[config.mk]
export PLATFORM = sky130hd
export DESIGN_NAME = usb_hc_fstate
export DESIGN_NICKNAME = d
export VERILOG_FILES = /design/src/rtl/usb_hc_fstate_pkg.sv /design/src/rtl/usb_hc_fstate_ctrl.sv /design/src/rtl/usb_hc_fstate_dp.sv /design/src/rtl/usb_hc_fstate.sv
export SDC_FILE = /design/constraint.sdc
export NUM_CORES = 1
export LEC_CHECK = 0
export ABC_AREA = 1
export BUFFER_PORTS_ARGS = -buffer_cell sky130_fd_sc_hd__buf_4
export CAP_MARGIN = 25
export CORE_ASPECT_RATIO = 1.25
export CORE_MARGIN = 2
export CORE_UTILIZATION = 51
export CTS_CLUSTER_SIZE = 12
export DETAILED_ROUTE_END_ITERATION = 10
export PLACE_DENSITY = 0.83
export SETUP_SLACK_MARGIN = 0.1
export SYNTH_ARGS = -nofsm -noshare
export SYNTH_HDL_FRONTEND = slang
export SYNTH_HIERARCHICAL = 1
export SYNTH_SLANG_ARGS = --single-unit
[constraint.sdc]
create_clock -name clk -period 1.55 [get_ports clk]
set_clock_uncertainty 0.15 [all_clocks]
set_input_delay 0.155 -clock clk [delete_from_list [all_inputs] [get_ports clk]]
set_output_delay 0.155 -clock clk [all_outputs]
set_load 0.02 [all_outputs]
[src/rtl/usb_hc_fstate_pkg.sv]
package usb_hc_fstate_pkg;

  typedef enum logic [1:0] {
    FS_RESET   = 2'b00,
    FS_RESUME  = 2'b01,
    FS_OPER    = 2'b10,
    FS_SUSPEND = 2'b11
  } fsState_t;

  localparam int WORD_W    = 5;
  localparam int POS_ROUTE = 2;
  localparam int POS_WAKE  = 3;
  localparam int POS_CONN  = 4;

  typedef struct packed {
    logic swClear;
    logic wrCfg;
    logic nextOper;
    logic enterOper;
  } ctlStrobe_t;

endpackage

[src/rtl/usb_hc_fstate_ctrl.sv]
module usb_hc_fstate_ctrl
  import usb_hc_fstate_pkg::*;
(
  input  logic       clk,
  input  logic       rstN,
  input  logic       swReset,
  input  logic       wrEn,
  input  fsState_t   wrState,
  input  logic       portResume,
  output fsState_t   state,
  output ctlStrobe_t strobe
);

  fsState_t nextState;

  always_comb begin
    nextState = state;
    if (swReset) begin
      nextState = FS_SUSPEND;
    end else if (wrEn) begin
      nextState = wrState;
    end else if (state == FS_SUSPEND && portResume) begin
      nextState = FS_RESUME;
    end
  end

  always_ff @(posedge clk or negedge rstN) begin
    if (!rstN) begin
      state <= FS_RESET;
    end else begin
      state <= nextState;
    end
  end

  always_comb begin
    strobe.swClear   = swReset;
    strobe.wrCfg     = wrEn && !swReset;
    strobe.nextOper  = (nextState == FS_OPER);
    strobe.enterOper = (nextState == FS_OPER) && (state != FS_OPER);
  end

  // software reset lands in suspend
  assert_swreset_suspend_R3: assert property (@(posedge clk) disable iff (!rstN)
    swReset |=> (state == FS_SUSPEND));

  // outside suspend, the state only moves by a driver action
  assert_no_self_move_R4: assert property (@(posedge clk) disable iff (!rstN)
    (!swReset && !wrEn && state != FS_SUSPEND) |=> $stable(state));

  // resume signaling while suspended leads to resume
  assert_resume_entry_R4: assert property (@(posedge clk) disable iff (!rstN)
    (!swReset && !wrEn && state == FS_SUSPEND && portResume) |=> (state == FS_RESUME));

endmodule

[src/rtl/usb_hc_fstate_dp.sv]
module usb_hc_fstate_dp
  import usb_hc_fstate_pkg::*;
#(
  parameter int CYCLES_PER_MS = 48000
) (
  input  logic       clk,
  input  logic       rstN,
  input  ctlStrobe_t strobe,
  input  fsState_t   state,
  input  logic       wrRoute,
  input  logic       wrWake,
  input  logic       wrConn,
  input  logic       resumeFlag,
  output logic       routeBit,
  output logic       wakeEn,
  output logic       wakeConn,
  output logic       sofEnable,
  output logic       sofStarted,
  output logic       wakeReq,
  output logic       rootHubReset
);

  localparam int CNT_W = (CYCLES_PER_MS > 2) ? $clog2(CYCLES_PER_MS) : 1;
  localparam logic [CNT_W-1:0] CNT_LAST = CNT_W'(CYCLES_PER_MS - 1);

  logic [CNT_W-1:0] delayCnt;

  // control bits: software reset clears all but the connected flag
  always_ff @(posedge clk or negedge rstN) begin
    if (!rstN) begin
      routeBit <= 1'b0;
      wakeEn   <= 1'b0;
      wakeConn <= 1'b0;
    end else if (strobe.swClear) begin
      routeBit <= 1'b0;
      wakeEn   <= 1'b0;
    end else if (strobe.wrCfg) begin
      routeBit <= wrRoute;
      wakeEn   <= wrWake;
      wakeConn <= wrConn;
    end
  end

  // one-millisecond delay before frames start
  always_ff @(posedge clk or negedge rstN) begin
    if (!rstN) begin
      delayCnt   <= '0;
      sofEnable  <= 1'b0;
      sofStarted <= 1'b0;
    end else begin
      sofStarted <= 1'b0;
      if (!strobe.nextOper || strobe.enterOper) begin
        delayCnt  <= '0;
        sofEnable <= 1'b0;
      end else if (!sofEnable) begin
        if (delayCnt == CNT_LAST) begin
          sofEnable  <= 1'b1;
          sofStarted <= 1'b1;
        end else begin
          delayCnt <= delayCnt + 1'b1;
        end
      end
    end
  end

  assign wakeReq      = wakeEn & resumeFlag;
  assign rootHubReset = (state == FS_RESET);

  // frames never enabled outside operational
  assert_sof_only_oper_R6: assert property (@(posedge clk) disable iff (!rstN)
    sofEnable |-> (state == FS_OPER));

  // count stays inside its window
  assert_cnt_bound_R6: assert property (@(posedge clk) disable iff (!rstN)
    delayCnt <= CNT_LAST);

  // the started pulse lasts one cycle and comes with enable
  assert_pulse_single_R7: assert property (@(posedge clk) disable iff (!rstN)
    sofStarted |=> !sofStarted);

  assert_pulse_with_en_R7: assert property (@(posedge clk) disable iff (!rstN)
    sofStarted |-> sofEnable);

  // connected flag survives a software reset
  assert_conn_kept_R3: assert property (@(posedge clk) disable iff (!rstN)
    strobe.swClear |=> $stable(wakeConn));

endmodule

[src/rtl/usb_hc_fstate.sv]
module usb_hc_fstate
  import usb_hc_fstate_pkg::*;
#(
  parameter int CYCLES_PER_MS = 48000
) (
  input  logic              clk,
  input  logic              rstN,
  input  logic              swReset,
  input  logic              wrEn,
  input  logic [WORD_W-1:0] wrData,
  input  logic              portResume,
  input  logic              resumeFlag,
  output logic [WORD_W-1:0] rdData,
  output logic              sofEnable,
  output logic              sofStarted,
  output logic              wakeReq,
  output logic              rootHubReset
);

  fsState_t   state;
  ctlStrobe_t strobe;
  logic       routeBit;
  logic       wakeEn;
  logic       wakeConn;

  usb_hc_fstate_ctrl u_ctrl (
    .clk        (clk),
    .rstN       (rstN),
    .swReset    (swReset),
    .wrEn       (wrEn),
    .wrState    (fsState_t'(wrData[1:0])),
    .portResume (portResume),
    .state      (state),
    .strobe     (strobe)
  );

  usb_hc_fstate_dp #(
    .CYCLES_PER_MS (CYCLES_PER_MS)
  ) u_dp (
    .clk          (clk),
    .rstN         (rstN),
    .strobe       (strobe),
    .state        (state),
    .wrRoute      (wrData[POS_ROUTE]),
    .wrWake       (wrData[POS_WAKE]),
    .wrConn       (wrData[POS_CONN]),
    .resumeFlag   (resumeFlag),
    .routeBit     (routeBit),
    .wakeEn       (wakeEn),
    .wakeConn     (wakeConn),
    .sofEnable    (sofEnable),
    .sofStarted   (sofStarted),
    .wakeReq      (wakeReq),
    .rootHubReset (rootHubReset)
  );

  assign rdData = {wakeConn, wakeEn, routeBit, state};

endmodule

==> impl_results.md, run 1 <==
* # diodes at 0
* Synth Cell Area at roughly 1500 um^2
* Post-Synthesis Cells at roughly 220
* IO Pins at 20
* Post-DP HPWL at 2.421 mm
* Worst-Margin Slew at ~0.31 ns
* Share of the synthesized area in the top cell type at a little under 40%
* # setup viols final at 20
* Failing checks: setup timing
* Max-cap violation count at 0
* Pint at approximately 0.81 mW
* RePlAce Congestion at between 0.8 and 0.9
* Clk pwr share at 26.4%
* Register area at 576.8 um^2
* Beginning of the worst hold path: swReset
* TNS Setup at -2.824 ns
* Seq pwr share at between 50 and 60%
* Final-stage net count at 281
* P&R area growth vs syn at 38.55%
* Critical path required time at around 1.6 ns
* Maximum fanout along the worst path at 8
* H-tree depth at 1
* Worst setup SP type: flop
* F_max at slightly below 600 MHz
* Top FF cell, synth: dfrtp_1
* Leak at between 1 and 1.5 nW
* Placed insts at roughly 280
* Switching power at between 0.3 and 0.4 mW
* YS warnings at 6
* Vias post-DR at around 1,500
* Post-DRT Antenna Nets at 0
* Count of input and output buffers at 19
* Die Y-Extent at 63.70 um
* Switching fraction of total power at around 27%
* Pin count of the biggest net entering global routing at 24
* Asr flop ratio synth at 100.0%
* Most common cell in the netlist: nand2_1
* CP Class: flop to flop
* Largest area contributor in the netlist: dfrtp_1
* Drt first pass iters at 4
* Fill count at about 220
* Data arrival, critical path at 1.81 ns
* Synth area leaders: dfrtp_1 40%, nand2_1 22%, inv_1 7.7%
* CP peak stage delay at roughly 0.47 ns
* Die width at approximately 52 um
* Worst path slowest cell: dfrtp_2
* Period utilization at 111.2%
* Worst-Skew Late Latency at 0.32 ns
* Share of layout cells above drive strength 1 at 30.97%
* Min-delay worst type: input pin to flop
* Per-cell routed wire length at 11.76 um
* Initial antenna violation count at 0
* Site Rows at 21
* CP Capture Type: flop
* Crit path launch: u_ctrl/state[0]
* Detailed Route Iter0 Violations at 59
* # DRC at 0
* Max clock buf depth at 2
* Synth Register Bits at 23
* Pwr Density at around 550 nW/um^2
* Avg Synthesized Cell Area at a little under 7 um^2
* First-pass GRT wire length at between 6 and 7 mm
* VDD IR-drop max at ~0.47 mV
* Syn_nets at about 230
* Minimum clock period at about 1.7 ns
* Relative slew slack at 78.98%
* Combinational share of power at roughly 17%
* Vias in the first global route at 1,510
* Tot Pwr at approximately 1.1 mW
* Register area share after synthesis at between 30 and 40%
* Hold Violations, Final at 0
* Reg clk slew, reported paths at approximately 0.13 ns
* Worst r2r src: u_ctrl/state[0]
* Total track usage at between 20% and 30%
* Yosys cell types at 22
* CTS Buf Count at 3
* EDFF count, synth at 0
* Grt total ovfl at 0
* Core area at between 2000 and 3000 um^2
* CTS root buf: clkbuf_4
* Vias per cell at ~4.8
* CP Buf/Inv Count at 3
* RSZ-0062 raised after global routing: yes
* Critical path's most frequent cell: nor2_2
* Crit path max-delay family: simple AND/OR/NAND/NOR gates
* Clock sink count at 23
* Post-route setup slack at -0.1741 ns
* Post-Layout Cell Count at just over 300
* Commonest cells post-synth: 84 x nand2_1, 30 x inv_1, 30 x nor2_1, 23 x dfrtp_1, 11 x nand3_1
* Initial Utilization at 53.72%
* Run status: finished, violations left
* CP Cell Sequence: inv_2 > nor2_2 > nor2_2 > nand2_2 > nor2_2 > inv_2 > nand2_4 > nor3_4 > nand3_4 > nand2_8 > buf_4
* CTS tree: built
* Die area at about 3300 um^2
* WL final at 3.552 mm
* Slew Viols, Final at 0
* Multi-input logic area at 828.3 um^2
-- per-layer routing --
layer	vias up	GRT usage, %	routed length, um
met5	-	0	0
met4	0	8.882	56
met3	5	2.370	117
met2	39	48.08	1957
met1	659	27.51	1421
li1	756	-	-
-- what timing repair did --
item,CTS,global route
gates cloned,1,0
setup buffers,6,4
endpoints found under the setup margin,19,20
endpoints found under the hold margin,26,0
hold buffers,4,0
pin swaps,8,9
gates resized for setup,13,16
-- metrics by stage --
step / hold WS [ns] / utilization [%] / cell area [um^2] / worst slack [ns]
global route: 0.07723 / 74.43 / 2014 / -0.2605
CTS: 0.06614 / 71.66 / 1939 / -0.1485
finish: 0.07931 / 74.43 / 2014 / -0.1741
detailed placement: -0.08310 / 65.14 / 1763 / -0.1577
global placement: -0.08829 / 65.14 / 1763 / -0.1194
floorplan: -0.2906 / - / 1465 / -0.1257
-- power groups by stage --
stage,Combinational [mW],Sequential (mW),Clock (mW)
2_1_floorplan,0.0671,0.638,0
5_1_grt,0.207,0.627,0.324
6_report,0.190,0.624,0.292
4_1_cts,0.178,0.624,0.297
3_5_place_dp,0.143,0.634,0
3_3_place_gp,0.139,0.634,0
-- worst paths after layout --
path | depth (start not counted) | slack (ns) | to
hold reg to reg | 1 | 0.39 | u_dp/sofStarted
setup / recovery | 11 | -0.17 | u_dp/sofEnable
max in group asynchronous | 2 | 0.91 | u_ctrl/state[0]
hold / removal | 4 | 0.08 | u_dp/wakeEn
min in group asynchronous | 2 | 0.09 | u_dp/sofEnable
setup reg to reg | 11 | -0.17 | u_dp/sofEnable
-- logic make-up after synthesis --
family | after synthesis | share of synthesized area, %
and+or+nand+nor | 143 | 42.34
adders and majority gates | 1 | 0.8604
DFF | 23 | 39.59
xor gates and xnor gates | 7 | 4.217
buffers and inverters | 35 | 10.84
AOI/OAI and AO/OA | 6 | 2.151
-- worst reg2reg max path, delay by kind of cell, from the launching register on --
kind                   cells  cell delay (ns)
flip-flops                 1             0.47
AND/OR/NAND/NOR            8             0.75
buffers and inverters      3             0.25
-- area by class of cell --
| class | count | area share, % |
|---|---|---|
| inverter | 30 | 5.590 |
| tap | 34 | 2.112 |
| clock inverter | 1 | 0.2484 |
| timing repair buffer | 53 | 21.18 |
| sequential | 23 | 28.63 |
| clock buffer | 3 | 1.118 |
| multi-input combinational | 158 | 41.12 |
-- layout by cell type (no fill, tap or decap) --
cell type | synthesis | final
buf_4 | 4 | 44
clkinv_2 | 0 | 1
nor2_1 | 30 | 28
or2_2 | 1 | 1
nor3_4 | 1 | 2
a21oi_1 | 2 | 2
dfrtp_1 | 23 | 22
nor3b_2 | 0 | 1
ha_1 | 1 | 1
nand2_8 | 0 | 2
dlygate4sd3_1 | 0 | 4
nand4_1 | 5 | 5
nand2_1 | 84 | 74
inv_1 | 30 | 26
nor2_4 | 0 | 2
nor3_1 | 3 | 1
dfrtp_2 | 0 | 1
nand3_1 | 11 | 11
buf_6 | 0 | 5
nand3_2 | 2 | 1
clkbuf_4 | 0 | 3
nor3_2 | 0 | 1
nand2_2 | 1 | 9
o21ai_0 | 3 | 3
a31oi_1 | 1 | 1
nand3_4 | 0 | 1
nor2_2 | 3 | 3
xnor2_1 | 1 | 1
xor2_1 | 6 | 6
inv_2 | 0 | 4
nand2_4 | 1 | 2
-- flip-flops by register name (all words and copies together) (netlist names) --
signal / count
u_dp/delayCnt: 16
u_ctrl/state: 2
u_dp/routeBit: 1
u_dp/sofEnable: 1
u_dp/sofStarted: 1
u_dp/wakeConn: 1
u_dp/wakeEn: 1
No activity file was read; power rests on OpenSTA's default activity.
==> run 2: changes to the inputs <==
--- a/config.mk
+++ b/config.mk
@@ -10,10 +10,10 @@
 export CAP_MARGIN = 25
 export CORE_ASPECT_RATIO = 1.25
 export CORE_MARGIN = 2
-export CORE_UTILIZATION = 51
+export CORE_UTILIZATION = 56
 export CTS_CLUSTER_SIZE = 12
 export DETAILED_ROUTE_END_ITERATION = 10
-export PLACE_DENSITY = 0.83
+export PLACE_DENSITY = 0.86
 export SETUP_SLACK_MARGIN = 0.1
 export SYNTH_ARGS = -nofsm -noshare
 export SYNTH_HDL_FRONTEND = slang
==> constraint.sdc (replaced) <==
create_clock -name clk -period 1.8 [get_ports clk]
set_clock_uncertainty 0.15 [all_clocks]
set_input_delay 0.18 -clock clk [delete_from_list [all_inputs] [get_ports clk]]
set_output_delay 0.18 -clock clk [all_outputs]
set_load 0.02 [all_outputs]
==> impl_results.md, run 2 (same netlist as run 1, synthesis figures left out) <==
* # DRC at 0 (unchanged)
* CP Capture Type: flop
* Detailed Route Iter0 Violations at 40 (-32%)
* CP Cell Sequence: ha_1 > nand2_1 > nor3_4 > nand3_4 > nand2_4 > nand2_1 > nand2_1
* Max-cap violation count at 0 (unchanged)
* Site Rows at 20 (-4.8%)
* Die area at 3023 um^2 (-8.3%)
* Count of input and output buffers at 19 (unchanged)
* Drt first pass iters at 4 (unchanged)
* Tot Pwr at 0.9229 mW (-17%)
* # setup viols final at 0 (-100%)
* IO Pins at 20 (unchanged)
* CTS Buf Count at 3 (unchanged)
* P&R area growth vs syn at 25.22%
* TNS Setup at 0 ns (+2.824 ns)
* Max clock buf depth at 2 (unchanged)
* Clock sink count at 23 (unchanged)
* Vias post-DR at 1,461 (+0.14%)
* Pin count of the biggest net entering global routing at 24 (unchanged)
* Minimum clock period at 1.716 ns (-0.008081 ns)
* Die width at 49.58 um (-4.2%)
* Total track usage at 23.80% (-1.3 points)
* Worst-Skew Late Latency at 0.32 ns (about the same)
* Worst setup SP type: flop
* Share of layout cells above drive strength 1 at 23.69% (-7.3 points)
* Most flops, register: u_dp/delayCnt
* Core area at 2452 um^2 (-9.4%)
* Post-route design area at 1821 um^2 (-9.6%)
* Crit path max-delay family: simple AND/OR/NAND/NOR gates
* RSZ-0062 raised after global routing: yes
* Grt total ovfl at 0 (unchanged)
* Beginning of the worst hold path: swReset
* Period utilization at 95.34% (-16 points)
* R2R setup slack at 0.08 ns (+0.26 ns)
* Dpl ws at 0.08281 ns (+0.2406 ns)
* Post-DP HPWL at 2.207 mm (-8.8%)
* WL final at 3.347 mm (-5.8%)
* CTS root buf: clkbuf_4
* CTS tree: built
* H-tree depth at 1 (unchanged)
* Data arrival, critical path at 1.84 ns (+0.03 ns)
* VDD IR-drop max at 0.4299 mV (-8.9%)
* Min-delay worst type: input pin to flop
* Reg2Reg Depth at 7 (-4)
* Max reg flops at 16 (unchanged)
* Worst r2r src: u_dp/delayCnt[1]
* Relative slew slack at 80.37% (+1.4 points)
* RePlAce Congestion at 0.9288 (+4.7%)
* Critical path required time at 1.92 ns (+0.28 ns)
* Reg-to-reg endpoint: u_dp/delayCnt[4]
* CP peak stage delay at 0.41 ns (-0.06 ns)
* Per-cell routed wire length at 11.87 um (+0.91%)
* Die Y-Extent at 60.97 um (-4.3%)
* Run status: finished, final reports clean
* Vias per cell at 5.181 (+7.2%)
* First-pass GRT wire length at 5.444 mm (-13%)
* Hold Violations, Final at 0 (unchanged)
* Final-stage net count at 262 (-6.8%)
* Worst-Margin Slew at 0.2945 ns (-0.01959 ns)
* CP Buf/Inv Count at 0 (-3)
* Worst Hold Path EP: u_dp/routeBit
* Cell count of the worst hold path at 3 (-1)
* Most frequent cells in the layout: 75 x nand2_1, 28 x nor2_1, 27 x buf_4
* Placed inst area at 1627 um^2 (-7.7%)
* Post-route setup slack at 0.08395 ns (+0.2581 ns)
* Slew Viols, Final at 0 (unchanged)
* Initial antenna violation count at 0 (unchanged)
* Worst path slowest cell: dfrtp_1
* # diodes at 0 (unchanged)
* Reg clk slew, reported paths at 0.13 ns (about the same)
* CP Depth at 7 (-4)
* Pwr Density at 507.0 nW/um^2 (-7.8%)
* Leak at 0.9583 nW (-9.6%)
* Commonest non-fill, non-tap cell in the layout: nand2_1
* CP Class: flop to flop
* Critical path's most frequent cell: nand2_1
* Initial Utilization at 59.29% (+5.6 points)
* F_max at 582.7 MHz (+0.47%)
* Post-DRT Antenna Nets at 0 (unchanged)
* Vias in the first global route at 1,300 (-14%)
* Largest regs: u_dp/delayCnt x16, u_ctrl/state x2
* Maximum fanout along the worst path at 8 (unchanged)
run 2: cell types whose count changed in the layout (fill, tap and decap cells not counted), sizes merged:
| cell | previous run | this run |
|---|---|---|
| nand2 | 87 | 88 |
| dlygate4sd3 | 4 | 6 |
| buf | 49 | 27 |
run 2: worst reg2reg max path: stages, from the launching register on:
cell and delay [ns]:
dfrtp_1 0.41, ha_1 0.21, nand2_1 0.15, nor3_4 0.30
nand3_4 0.17, nand2_4 0.15, nand2_1 0.06, nand2_1 0.06
run 2: report_power, final:
group	leakage (nW)	total (mW)	internal [mW]	switching, mW
clock network	0.0177	0.246	0.0834	0.163
logic	0.631	0.139	0.0665	0.0724
registers	0.309	0.538	0.528	0.0102
total	0.958	0.923	0.678	0.245
run 2: final cells by class:
cell class	instances	area [um^2]
fill	211	631.9
sequential	23	576.8
timing repair buffer	33	262.8
tap	33	41.29
clock buffer	3	22.52
multi-input combinational	159	799.5
clock inverter	1	5.005
inverter	30	112.6
run 2: worst max path at each step:
stage                           startpoint                end
after floorplan            u_ctrl/state[0]  u_dp/delayCnt[14]
after global placement     u_ctrl/state[0]  u_dp/delayCnt[10]
after detailed placement   u_ctrl/state[0]  u_dp/delayCnt[10]
after CTS                  u_ctrl/state[0]  u_dp/delayCnt[14]
after global routing       u_ctrl/state[0]   u_dp/delayCnt[5]
final                     u_dp/delayCnt[1]   u_dp/delayCnt[4]
run 2: what timing repair did:
item,4_1_cts,5_1_grt
hold buffers,6,0
setup buffers,0,5
cloned,1,1
resized for setup,1,17
setup endpoints to repair,16,18
pin swaps,1,10
endpoints found under the hold margin,28,0
run 2: metal layers:
| metal | vias up | share of wire [%] | global-route usage (%) |
|---|---|---|---|
| met4 | 0 | 1.6 | 9.524 |
| met5 | - | 0 | 0 |
| li1 | 721 | - | - |
| met1 | 691 | 41 | 26.76 |
| met2 | 44 | 52 | 45.90 |
| met3 | 5 | 4.8 | 2.956 |
run 2: metrics by stage:
stage                     hold slack (ns)  utilization, %  instances
after CTS                        0.006532           70.36        276
after floorplan                   -0.2656               -        215
final                            0.009209           74.23        282
after global placement           -0.06149           66.33        265
after detailed placement         -0.05488           66.33        265
after global routing              0.03730           74.23        282
==> run 3: changes to the inputs <==
--- a/config.mk
+++ b/config.mk
@@ -10,10 +10,10 @@
 export CAP_MARGIN = 25
 export CORE_ASPECT_RATIO = 1.25
 export CORE_MARGIN = 2
-export CORE_UTILIZATION = 56
+export CORE_UTILIZATION = 61
 export CTS_CLUSTER_SIZE = 12
 export DETAILED_ROUTE_END_ITERATION = 10
-export PLACE_DENSITY = 0.86
+export PLACE_DENSITY = 0.92
 export SETUP_SLACK_MARGIN = 0.1
 export SYNTH_ARGS = -nofsm -noshare
 export SYNTH_HDL_FRONTEND = slang
==> constraint.sdc (replaced) <==
create_clock -name clk -period 2.1 [get_ports clk]
set_clock_uncertainty 0.15 [all_clocks]
set_input_delay 0.21 -clock clk [delete_from_list [all_inputs] [get_ports clk]]
set_output_delay 0.21 -clock clk [all_outputs]
set_load 0.02 [all_outputs]
==> impl_results.md, run 3 (same netlist as run 1, synthesis figures left out) <==
* Run status: finished, final reports clean
* VDD IR-drop max at 0.4392 mV (+2.2%)
* Largest regs: u_dp/delayCnt x16, u_ctrl/state x2
* Seq pwr share at 60.5% (+2.2 points)
* Post-Layout Cell Count at 272 (-3.5%)
* Core area at 2235 um^2 (-8.9%)
* Pwr Density at 438.4 nW/um^2 (-14%)
* Pint at 0.5662 mW (-16%)
* Clock sink count at 23 (unchanged)
* Post-DP HPWL at 2.281 mm (+3.4%)
* CP Cell Sequence: inv_1 > nor2_1 > nor2_2 > nand2_1 > nor2_2 > inv_1 > nand2_2 > nor3_4 > nand3_4 > buf_4 > nor2_1
* Critical path required time at 2.19 ns (+0.27 ns)
* Vias in the first global route at 1,256 (-3.4%)
* Vias per cell at 5.176 (about the same)
* Crit path max-delay family: simple AND/OR/NAND/NOR gates
* Worst r2r src: u_ctrl/state[0]
* Register area at 575.6 um^2 (-0.22%)
* Per-cell routed wire length at 12.42 um (+4.6%)
* Max clock buf depth at 2 (unchanged)
* F_max at 531.2 MHz (-8.8%)
* Min-delay worst type: input pin to flop
* Reg clk slew, reported paths at 0.12 ns (about the same)
* Fill count at 189 (-10%)
* Die Y-Extent at 58.59 um (-3.9%)
* Initial antenna violation count at 0 (unchanged)
* Slew Viols, Final at 0 (unchanged)
* Grt total ovfl at 0 (unchanged)
* Max-cap violation count at 0 (unchanged)
* Worst-Margin Slew at 0.4118 ns (+0.1173 ns)
* Multi-input logic area at 780.7 um^2 (-2.3%)
* CTS tree: built
* CTS root buf: clkbuf_4
* Most flops, register: u_dp/delayCnt
* Minimum clock period at 1.883 ns (+0.1666 ns)
* Beginning of the worst hold path: wrData[0]
* Site Rows at 19 (-5.0%)
* Drt first pass iters at 4 (unchanged)
* Placed insts at 260 (-1.9%)
* H-tree depth at 1 (unchanged)
* WL final at 3.378 mm (+0.93%)
* Hold Violations, Final at 0 (unchanged)
* Worst path slowest cell: dfrtp_1
* Max reg flops at 16 (unchanged)
* RePlAce Congestion at 0.9351 (+0.68%)
* CTS Buf Count at 3 (unchanged)
* Worst setup SP type: flop
* RSZ-0062 raised after global routing: no
* Final-stage net count at 254 (-3.1%)
* Switching power at 0.1946 mW (-21%)
* First-pass GRT wire length at 5.078 mm (-6.7%)
* Die width at 47.67 um (-3.9%)
* Period utilization at 89.65% (-5.7 points)
* Count of input and output buffers at 19 (unchanged)
* CP Buf/Inv Count at 3 (+3)
* Combinational share of power at 12.9% (-2.2 points)
* Clk pwr share at 26.5% (about the same)
* Worst-Skew Late Latency at 0.31 ns (about the same)
* CP peak stage delay at 0.44 ns (+0.03 ns)
* CP Class: flop to flop
* Cell count of the worst hold path at 5 (+2)
* Leak at 0.9177 nW (-4.2%)
* Initial Utilization at 65.06% (+5.8 points)
* # DRC at 0 (unchanged)
* Vias post-DR at 1,408 (-3.6%)
* Post-DRT Antenna Nets at 0 (unchanged)
* Detailed Route Iter0 Violations at 63 (+57%)
* Reg-to-reg endpoint: u_dp/sofStarted
* Maximum fanout along the worst path at 7 (-1)
* Commonest non-fill, non-tap cell in the layout: nand2_1
* # diodes at 0 (unchanged)
* Relative slew slack at 72.52% (-7.8 points)
* R2R setup slack at 0.22 ns (+0.13 ns)
* Switching fraction of total power at 25.58% (-0.98 points)
* # setup viols final at 0 (unchanged)
* Die area at 2792 um^2 (-7.6%)
* Worst Hold Path EP: u_ctrl/state[0]
* P&R area growth vs syn at 19.36%
* Most frequent cells in the layout: 82 x nand2_1, 30 x inv_1, 30 x nor2_1
* IO Pins at 20 (unchanged)
* CP Capture Type: flop
* Data arrival, critical path at 1.97 ns (+0.13 ns)
* Reg2Reg Depth at 11 (+4)
* TNS Setup at 0 ns (unchanged)
* Share of layout cells above drive strength 1 at 15.77% (-7.9 points)
* Pin count of the biggest net entering global routing at 24 (unchanged)
* Total track usage at 25.09% (+1.3 points)
run 3: cell types whose count changed in the layout (fill, tap and decap cells not counted):
cell | before | now
buf_4 | 27 | 20
dfrtp_1 | 22 | 23
dfrtp_2 | 1 | 0
dlygate4sd3_1 | 6 | 5
inv_1 | 26 | 30
inv_2 | 4 | 0
nand2_1 | 75 | 82
nand2_2 | 8 | 2
nand2_4 | 5 | 3
nand2_8 | 0 | 1
nor2_1 | 28 | 30
nor2_2 | 5 | 3
run 3: timing repair:
action                                 CTS  global route
hold buffers                             5             0
setup endpoints to repair                0            16
buffers inserted                         0             1
gates resized for setup                  0             7
endpoints found under the hold margin   27             0
run 3: power by group through the flow:
stage / sequential (mW) / combinational [mW] / clock (mW)
floorplan: 0.471 / 0.0482 / 0
detailed placement: 0.469 / 0.0881 / 0
CTS: 0.460 / 0.0963 / 0.207
global placement: 0.469 / 0.0858 / 0
finish: 0.460 / 0.0985 / 0.202
global route: 0.462 / 0.109 / 0.230
run 3: through the flow:
step | cell area, um^2 | utilization, % | total power [mW] | worst slack (ns) | hold slack (ns)
global route | 1735 | 77.66 | 0.8013 | 0.05059 | 0.04915
global placement | 1590 | 71.16 | 0.5544 | 0.3008 | -0.03492
floorplan | 1454 | - | 0.5190 | 0.2363 | -0.2356
detailed placement | 1590 | 71.16 | 0.5569 | 0.2321 | -0.03557
CTS | 1668 | 74.64 | 0.7637 | 0.2060 | 0.04538
finish | 1735 | 77.66 | 0.7609 | 0.2174 | 0.05065
run 3: layout make-up:
type,instances,area share [%]
clock buffer,3,1.298
clock inverter,1,0.2884
inverter,30,6.489
multi-input combinational,159,44.99
sequential,23,33.17
tap,31,2.235
timing repair buffer,25,11.54
run 3: routing by layer:
metal / GRT usage [%] / wire length, um / vias to the layer above / share of wire, %
met2: 45.56 / 1781 / 44 / 53
met1: 28.49 / 1383 / 653 / 41
met5: 0 / 0 / - / 0
met4: 8.880 / 61 / 0 / 1.8
met3: 3.681 / 151 / 8 / 4.5
li1: - / - / 703 / -
run 3: how the worst max path moves through the flow:
stage                           from                end  slack [ns]  depth (start not counted)
floorplan            u_ctrl/state[0]  u_dp/delayCnt[14]        0.24                         13
global placement    u_dp/delayCnt[0]   u_dp/delayCnt[7]        0.30                          8
detailed placement   u_ctrl/state[0]  u_dp/delayCnt[14]        0.23                         12
CTS                  u_ctrl/state[0]  u_dp/delayCnt[14]        0.21                         12
global route         u_ctrl/state[0]    u_dp/sofStarted        0.05                         11
finish               u_ctrl/state[0]    u_dp/sofStarted        0.22                         11
run 3: worst register-to-register path, cell delays in order, from the launching register on:
cell and delay [ns]:
dfrtp_1 0.44, inv_1 0.07, nor2_1 0.11, nor2_2 0.06
nand2_1 0.09, nor2_2 0.04, inv_1 0.06, nand2_2 0.11
nor3_4 0.24, nand3_4 0.17, buf_4 0.18, nor2_1 0.11
